<file path="src/rtl/xpar_pkg.sv">
package xpar_pkg;

    localparam int unsigned DATA_W = 8;
    localparam int unsigned SIDES  = 2;
    localparam int unsigned SIDE_A = 0;
    localparam int unsigned SIDE_B = 1;

    // Lane mode, decoded from {par_dis, a_off, b_off}
    typedef enum logic [2:0] {
        M_GEN_BOTH    = 3'b000,
        M_CHK_B_GEN_A = 3'b001,
        M_CHK_A_GEN_B = 3'b010,
        M_CHK_BOTH    = 3'b011,
        M_PASS_BOTH   = 3'b100,
        M_PASS_BA     = 3'b101,
        M_PASS_AB     = 3'b110,
        M_ISOLATE     = 3'b111
    } lane_mode_e;

    // Per-port behaviour selected by the mode
    typedef struct packed {
        logic drive;   // bus pins driven from the opposite register
        logic gen;     // parity pin driven with generated parity
        logic check;   // incoming bus checked, error flag driven
    } side_ctl_t;

    localparam side_ctl_t CTL_IDLE = '{drive: 1'b0, gen: 1'b0, check: 1'b0};

endpackage

</file>
<file path="src/rtl/xpar_mode_dec.sv">
module xpar_mode_dec
    import xpar_pkg::*;
(
    input  logic       par_dis,
    input  logic       a_off,
    input  logic       b_off,
    output lane_mode_e mode,
    output side_ctl_t  ctl_a,
    output side_ctl_t  ctl_b
);

    // State selection
    always_comb begin
        unique case ({par_dis, a_off, b_off})
            3'b000:  mode = M_GEN_BOTH;
            3'b001:  mode = M_CHK_B_GEN_A;
            3'b010:  mode = M_CHK_A_GEN_B;
            3'b011:  mode = M_CHK_BOTH;
            3'b100:  mode = M_PASS_BOTH;
            3'b101:  mode = M_PASS_BA;
            3'b110:  mode = M_PASS_AB;
            default: mode = M_ISOLATE;
        endcase
    end

    // Per-state outputs
    always_comb begin
        ctl_a = CTL_IDLE;
        ctl_b = CTL_IDLE;
        unique case (mode)
            M_GEN_BOTH: begin
                ctl_a = '{drive: 1'b1, gen: 1'b1, check: 1'b0};
                ctl_b = '{drive: 1'b1, gen: 1'b1, check: 1'b0};
            end
            M_CHK_B_GEN_A: begin
                ctl_a = '{drive: 1'b1, gen: 1'b1, check: 1'b0};
                ctl_b = '{drive: 1'b0, gen: 1'b0, check: 1'b1};
            end
            M_CHK_A_GEN_B: begin
                ctl_a = '{drive: 1'b0, gen: 1'b0, check: 1'b1};
                ctl_b = '{drive: 1'b1, gen: 1'b1, check: 1'b0};
            end
            M_CHK_BOTH: begin
                ctl_a = '{drive: 1'b0, gen: 1'b0, check: 1'b1};
                ctl_b = '{drive: 1'b0, gen: 1'b0, check: 1'b1};
            end
            M_PASS_BOTH: begin
                ctl_a = '{drive: 1'b1, gen: 1'b0, check: 1'b0};
                ctl_b = '{drive: 1'b1, gen: 1'b0, check: 1'b0};
            end
            M_PASS_BA: begin
                ctl_a = '{drive: 1'b1, gen: 1'b0, check: 1'b0};
            end
            M_PASS_AB: begin
                ctl_b = '{drive: 1'b1, gen: 1'b0, check: 1'b0};
            end
            M_ISOLATE: begin
                ctl_a = CTL_IDLE;
                ctl_b = CTL_IDLE;
            end
            default: begin
                ctl_a = CTL_IDLE;
                ctl_b = CTL_IDLE;
            end
        endcase
    end

endmodule

</file>
<file path="src/rtl/xpar_store.sv">
module xpar_store #(
    parameter int unsigned W = 8
) (
    input  logic         clk,
    input  logic         rst,
    input  logic         cap_a,
    input  logic         cap_b,
    input  logic [W-1:0] din_a,
    input  logic [W-1:0] din_b,
    output logic [W-1:0] q_a,
    output logic [W-1:0] q_b
);

    always_ff @(posedge clk) begin
        if (rst) begin
            q_a <= '0;
            q_b <= '0;
        end else begin
            if (cap_a) q_a <= din_a;
            if (cap_b) q_b <= din_b;
        end
    end

endmodule

</file>
<file path="src/rtl/xpar_side.sv">
module xpar_side
    import xpar_pkg::*;
#(
    parameter int unsigned W = 8
) (
    input  side_ctl_t    ctl,
    input  logic         odd_sel,
    input  logic [W-1:0] src,
    input  logic [W-1:0] din,
    input  logic         par_in,
    output logic [W-1:0] dout,
    output logic         dout_oe,
    output logic         par_out,
    output logic         par_oe,
    output logic         err_n,
    output logic         err_oe
);

    logic gen_bit;
    logic sum_ok;

    // Generated bit completes the chosen sense over the driven word
    assign gen_bit = (^src) ^ odd_sel;
    // Received word plus parity must carry the chosen sense
    assign sum_ok  = ((^din) ^ par_in) == odd_sel;

    always_comb begin
        dout    = ctl.drive ? src : '0;
        dout_oe = ctl.drive;
        par_out = ctl.gen ? gen_bit : 1'b0;
        par_oe  = ctl.gen;
        err_n   = ctl.check ? sum_ok : 1'b0;
        err_oe  = ctl.check;
    end

endmodule

</file>
<file path="src/rtl/xpar_lane.sv">
module xpar_lane
    import xpar_pkg::*;
#(
    parameter int unsigned W = DATA_W
) (
    input  logic         clk,
    input  logic         rst,
    input  logic         cap_a,
    input  logic         cap_b,
    input  logic         a_off,
    input  logic         b_off,
    input  logic         par_dis,
    input  logic         odd_sel,
    input  logic [W-1:0] a_din,
    input  logic         a_par_in,
    input  logic [W-1:0] b_din,
    input  logic         b_par_in,
    output logic [W-1:0] a_dout,
    output logic         a_dout_oe,
    output logic         a_par_out,
    output logic         a_par_oe,
    output logic         a_err_n,
    output logic         a_err_oe,
    output logic [W-1:0] b_dout,
    output logic         b_dout_oe,
    output logic         b_par_out,
    output logic         b_par_oe,
    output logic         b_err_n,
    output logic         b_err_oe
);

    logic [W-1:0] q_a;
    logic [W-1:0] q_b;
    lane_mode_e   mode;
    side_ctl_t    ctl [SIDES];

    logic [W-1:0] s_src  [SIDES];
    logic [W-1:0] s_din  [SIDES];
    logic         s_pin  [SIDES];
    logic [W-1:0] s_dout [SIDES];
    logic         s_doe  [SIDES];
    logic         s_pout [SIDES];
    logic         s_poe  [SIDES];
    logic         s_errn [SIDES];
    logic         s_eoe  [SIDES];

    xpar_store #(.W(W)) u_store (
        .clk   (clk),
        .rst   (rst),
        .cap_a (cap_a),
        .cap_b (cap_b),
        .din_a (a_din),
        .din_b (b_din),
        .q_a   (q_a),
        .q_b   (q_b)
    );

    xpar_mode_dec u_dec (
        .par_dis (par_dis),
        .a_off   (a_off),
        .b_off   (b_off),
        .mode    (mode),
        .ctl_a   (ctl[SIDE_A]),
        .ctl_b   (ctl[SIDE_B])
    );

    // Each port drives the word held for the opposite port
    assign s_src[SIDE_A] = q_b;
    assign s_src[SIDE_B] = q_a;
    assign s_din[SIDE_A] = a_din;
    assign s_din[SIDE_B] = b_din;
    assign s_pin[SIDE_A] = a_par_in;
    assign s_pin[SIDE_B] = b_par_in;

    for (genvar s = 0; s < SIDES; s++) begin : g_side
        xpar_side #(.W(W)) u_side (
            .ctl     (ctl[s]),
            .odd_sel (odd_sel),
            .src     (s_src[s]),
            .din     (s_din[s]),
            .par_in  (s_pin[s]),
            .dout    (s_dout[s]),
            .dout_oe (s_doe[s]),
            .par_out (s_pout[s]),
            .par_oe  (s_poe[s]),
            .err_n   (s_errn[s]),
            .err_oe  (s_eoe[s])
        );
    end

    assign a_dout    = s_dout[SIDE_A];
    assign a_dout_oe = s_doe[SIDE_A];
    assign a_par_out = s_pout[SIDE_A];
    assign a_par_oe  = s_poe[SIDE_A];
    assign a_err_n   = s_errn[SIDE_A];
    assign a_err_oe  = s_eoe[SIDE_A];
    assign b_dout    = s_dout[SIDE_B];
    assign b_dout_oe = s_doe[SIDE_B];
    assign b_par_out = s_pout[SIDE_B];
    assign b_par_oe  = s_poe[SIDE_B];
    assign b_err_n   = s_errn[SIDE_B];
    assign b_err_oe  = s_eoe[SIDE_B];

endmodule

</file>
<file path="config.mk">
export PLATFORM = sky130hd
export DESIGN_NAME = xpar_lane
export DESIGN_NICKNAME = d
export VERILOG_FILES = /design/src/rtl/xpar_pkg.sv /design/src/rtl/xpar_mode_dec.sv /design/src/rtl/xpar_store.sv /design/src/rtl/xpar_side.sv /design/src/rtl/xpar_lane.sv
export SDC_FILE = /design/constraint.sdc
export NUM_CORES = 1
export LEC_CHECK = 0
export BUFFER_PORTS_ARGS = -buffer_cell sky130_fd_sc_hd__clkbuf_2
export CAP_MARGIN = 20
export CORE_UTILIZATION = 45
export DETAILED_ROUTE_END_ITERATION = 12
export PLACE_DENSITY = 0.81
export REMOVE_ABC_BUFFERS = 1
export SYNTH_ARGS = -nofsm -noshare
export SYNTH_HDL_FRONTEND = slang
export SYNTH_HIERARCHICAL = 1
export SYNTH_SLANG_ARGS = --single-unit
export TNS_END_PERCENT = 20
</file>
<file path="constraint.sdc">
create_clock -name clk -period 1.29 [get_ports clk]
set_input_delay 0 -clock clk [delete_from_list [all_inputs] [get_ports clk]]
set_output_delay 0 -clock clk [all_outputs]
set_load 0.01 [all_outputs]
</file>
==> impl_metrics.ini <==
[sta]
maxSlewViolCount = 0
setup_viol = 2
min_period_over_period_pct = 125.8
whs_ns = 0.01078
fin_skew_ns = 0
worst_pin_slew_ns = 0.3273
tns_ns = -0.6369
period_minus_slack_ns = 1.622
slew_headroom_pct = 78.18
hold_viol_final = 0
fmax_ghz = 0.6164
setup_slack_ns = -0.3324
rsz0062_at_grt = yes

[floorplanning]
ios = 52
fp.dieH_um = 51.38
dieArea_mm2 = 0.002640
row_count = 17
die_x_um = 51.38
initial_core_util_pct = 48.67
core_region_area_mm2 = 0.002255

[power_and_ir_drop]
total_power_mw = 1.385
powerDensity_mw_per_mm2 = 904.4
vdd_drop_max_mv = 0.6610
p_leak_nw = 0.7921

[route]
via_count = 950
wl_per_cell_um = 12.69
drt_pass1_iterations = 4
wirelength_um = 2589
drt_iter0_drc = 17
drc_errors = 0
detail-route-antenna-nets = 0
vias_per_cell = 4.657

[placed_design]
gp_congestion = 0.7839
dp_hpwl_um = 1913
port_buffers = 51
dpl_cell_area_mm2 = 0.001319

[global_routing]
grt_util_met3_pct = 1.786
grt_start_max_net_pins = 17
grt_pass1_wl_um = 4043
track_usage_pct = 20.63
antenna_found_initial = 0
grt_util_met1_pct = 24.13
top_usage_layer = met2
grt-ovfl-total = 0
grt_pass1_vias = 929
use_met2_pct = 38.74

[hold_path]
hold_path_class = input port to flop
hold_depth = 3

[clock_tree]
clock-root-buffer = clkbuf_4
h-tree-depth = 1
clock_path_buffers = 2
clk_pin_slew_ns = 0.10
cts_buffers = 3
insertion_delay_ns = 0.28
cts_tree = built
clock_sinks = 16

[finish]
nets = 203
n_antenna_cell = 0
fill_cells = 174
layout-drive-gt1-share_pct = 38.64
syn_to_final_growth_pct = 39.57
regArea_um2 = 326.6
final_area_mm2 = 0.001531
multiInputGateArea_um2 = 708.2

[run]
cap_violations = 0

[run_status]
status = complete, but fails checks
violations = setup timing

[logic_synthesis]
yosys_warnings = 6
avgSynthCellArea_um2 = 9.625
synthCells = 114
synth_area_mm2 = 0.001097

[critical_path]
cp.arrival_ns = 1.62
worst_setup_path_end_kind = primary output
cp_num_cells = 5
worst-path-buf-inv = 1
cp_max_fo = 2
crit_required_ns = 1.29
critical_path_class = flop to primary output
startpoint_type = flop
r2r_cells = 3
worstPathCellList = xor2_1, xnor3_1, xnor2_1, and2_1, buf_2
slowest_stage = xnor3_1
cpLargestDelayFamily = XOR/XNOR gates
slowest_delay_ns = 0.43
==> repair_timing <==
action,in CTS,in global routing
endpoints found under the hold margin,14,0
resized for setup,6,3
hold buffers,14,0
setup endpoints to repair,2,2
buffers inserted,1,0
pin swaps,5,1
==> report_power, final <==
part	switching, mW	internal, mW	total (mW)	leakage [nW]
Combinational	0.206	0.296	0.503	0.637
Clock	0.158	0.172	0.329	0.0210
Sequential	0.0277	0.525	0.553	0.134
==> cells in the final DEF (no fill, tap or decap), drive strengths merged <==
cell and instances:
xnor2 22, xor2 4, xnor3 4, clkbuf 54, inv 2, nor2 18
dfxtp 16, buf 4, mux2i 16, dlygate4sd3 14, nor2b 2, and2 20
==> worst paths after layout <==
check	from	to	slack, ns
max	u_store/q_b[2]$_SDFFE_PP0P_	a_par_out	-0.33
min	a_din[3]	u_store/q_a[3]$_SDFFE_PP0P_	0.01
max reg2reg	u_store/q_a[7]$_SDFFE_PP0P_	u_store/q_a[7]$_SDFFE_PP0P_	0.51
min reg2reg	u_store/q_b[1]$_SDFFE_PP0P_	u_store/q_b[1]$_SDFFE_PP0P_	0.52
==> flip-flops by register name, indices dropped and copies added (netlist names) <==
register / cells
u_store/q_b: 8
u_store/q_a: 8
==> through the flow <==
| stage | utilization (%) | worst slack, ns | instances |
|---|---|---|---|
| 2_1_floorplan | - | 0.1048 | 104 |
| 3_3_place_gp | 58.49 | -0.01834 | 185 |
| 3_5_place_dp | 58.49 | -0.05540 | 185 |
| 4_1_cts | 67.26 | -0.3206 | 204 |
| 5_1_grt | 67.92 | -0.4048 | 204 |
| 6_report | 67.92 | -0.3324 | 204 |
==> area by class of cell <==
| cell class | instances | share of cell area [%] |
|---|---|---|
| multi-input cells | 86 | 46.24 |
| repair buffers | 68 | 27.29 |
| flip-flops and latches | 16 | 21.32 |
| clock buffers | 4 | 2.369 |
| well taps | 28 | 2.288 |
| inverters | 2 | 0.4902 |
==> layer usage <==
layer,up-vias,part of all wire [%]
met5,-,0
met4,0,0.89
met3,2,3.0
met2,17,54
met1,452,42
li1,479,-
==> tightest hold or removal path, cell delays in order <==
cell and delay, ns:
clkbuf_2 0.10, mux2i_1 0.07, nor2_1 0.08
Power figures use the tool's default switching activity.
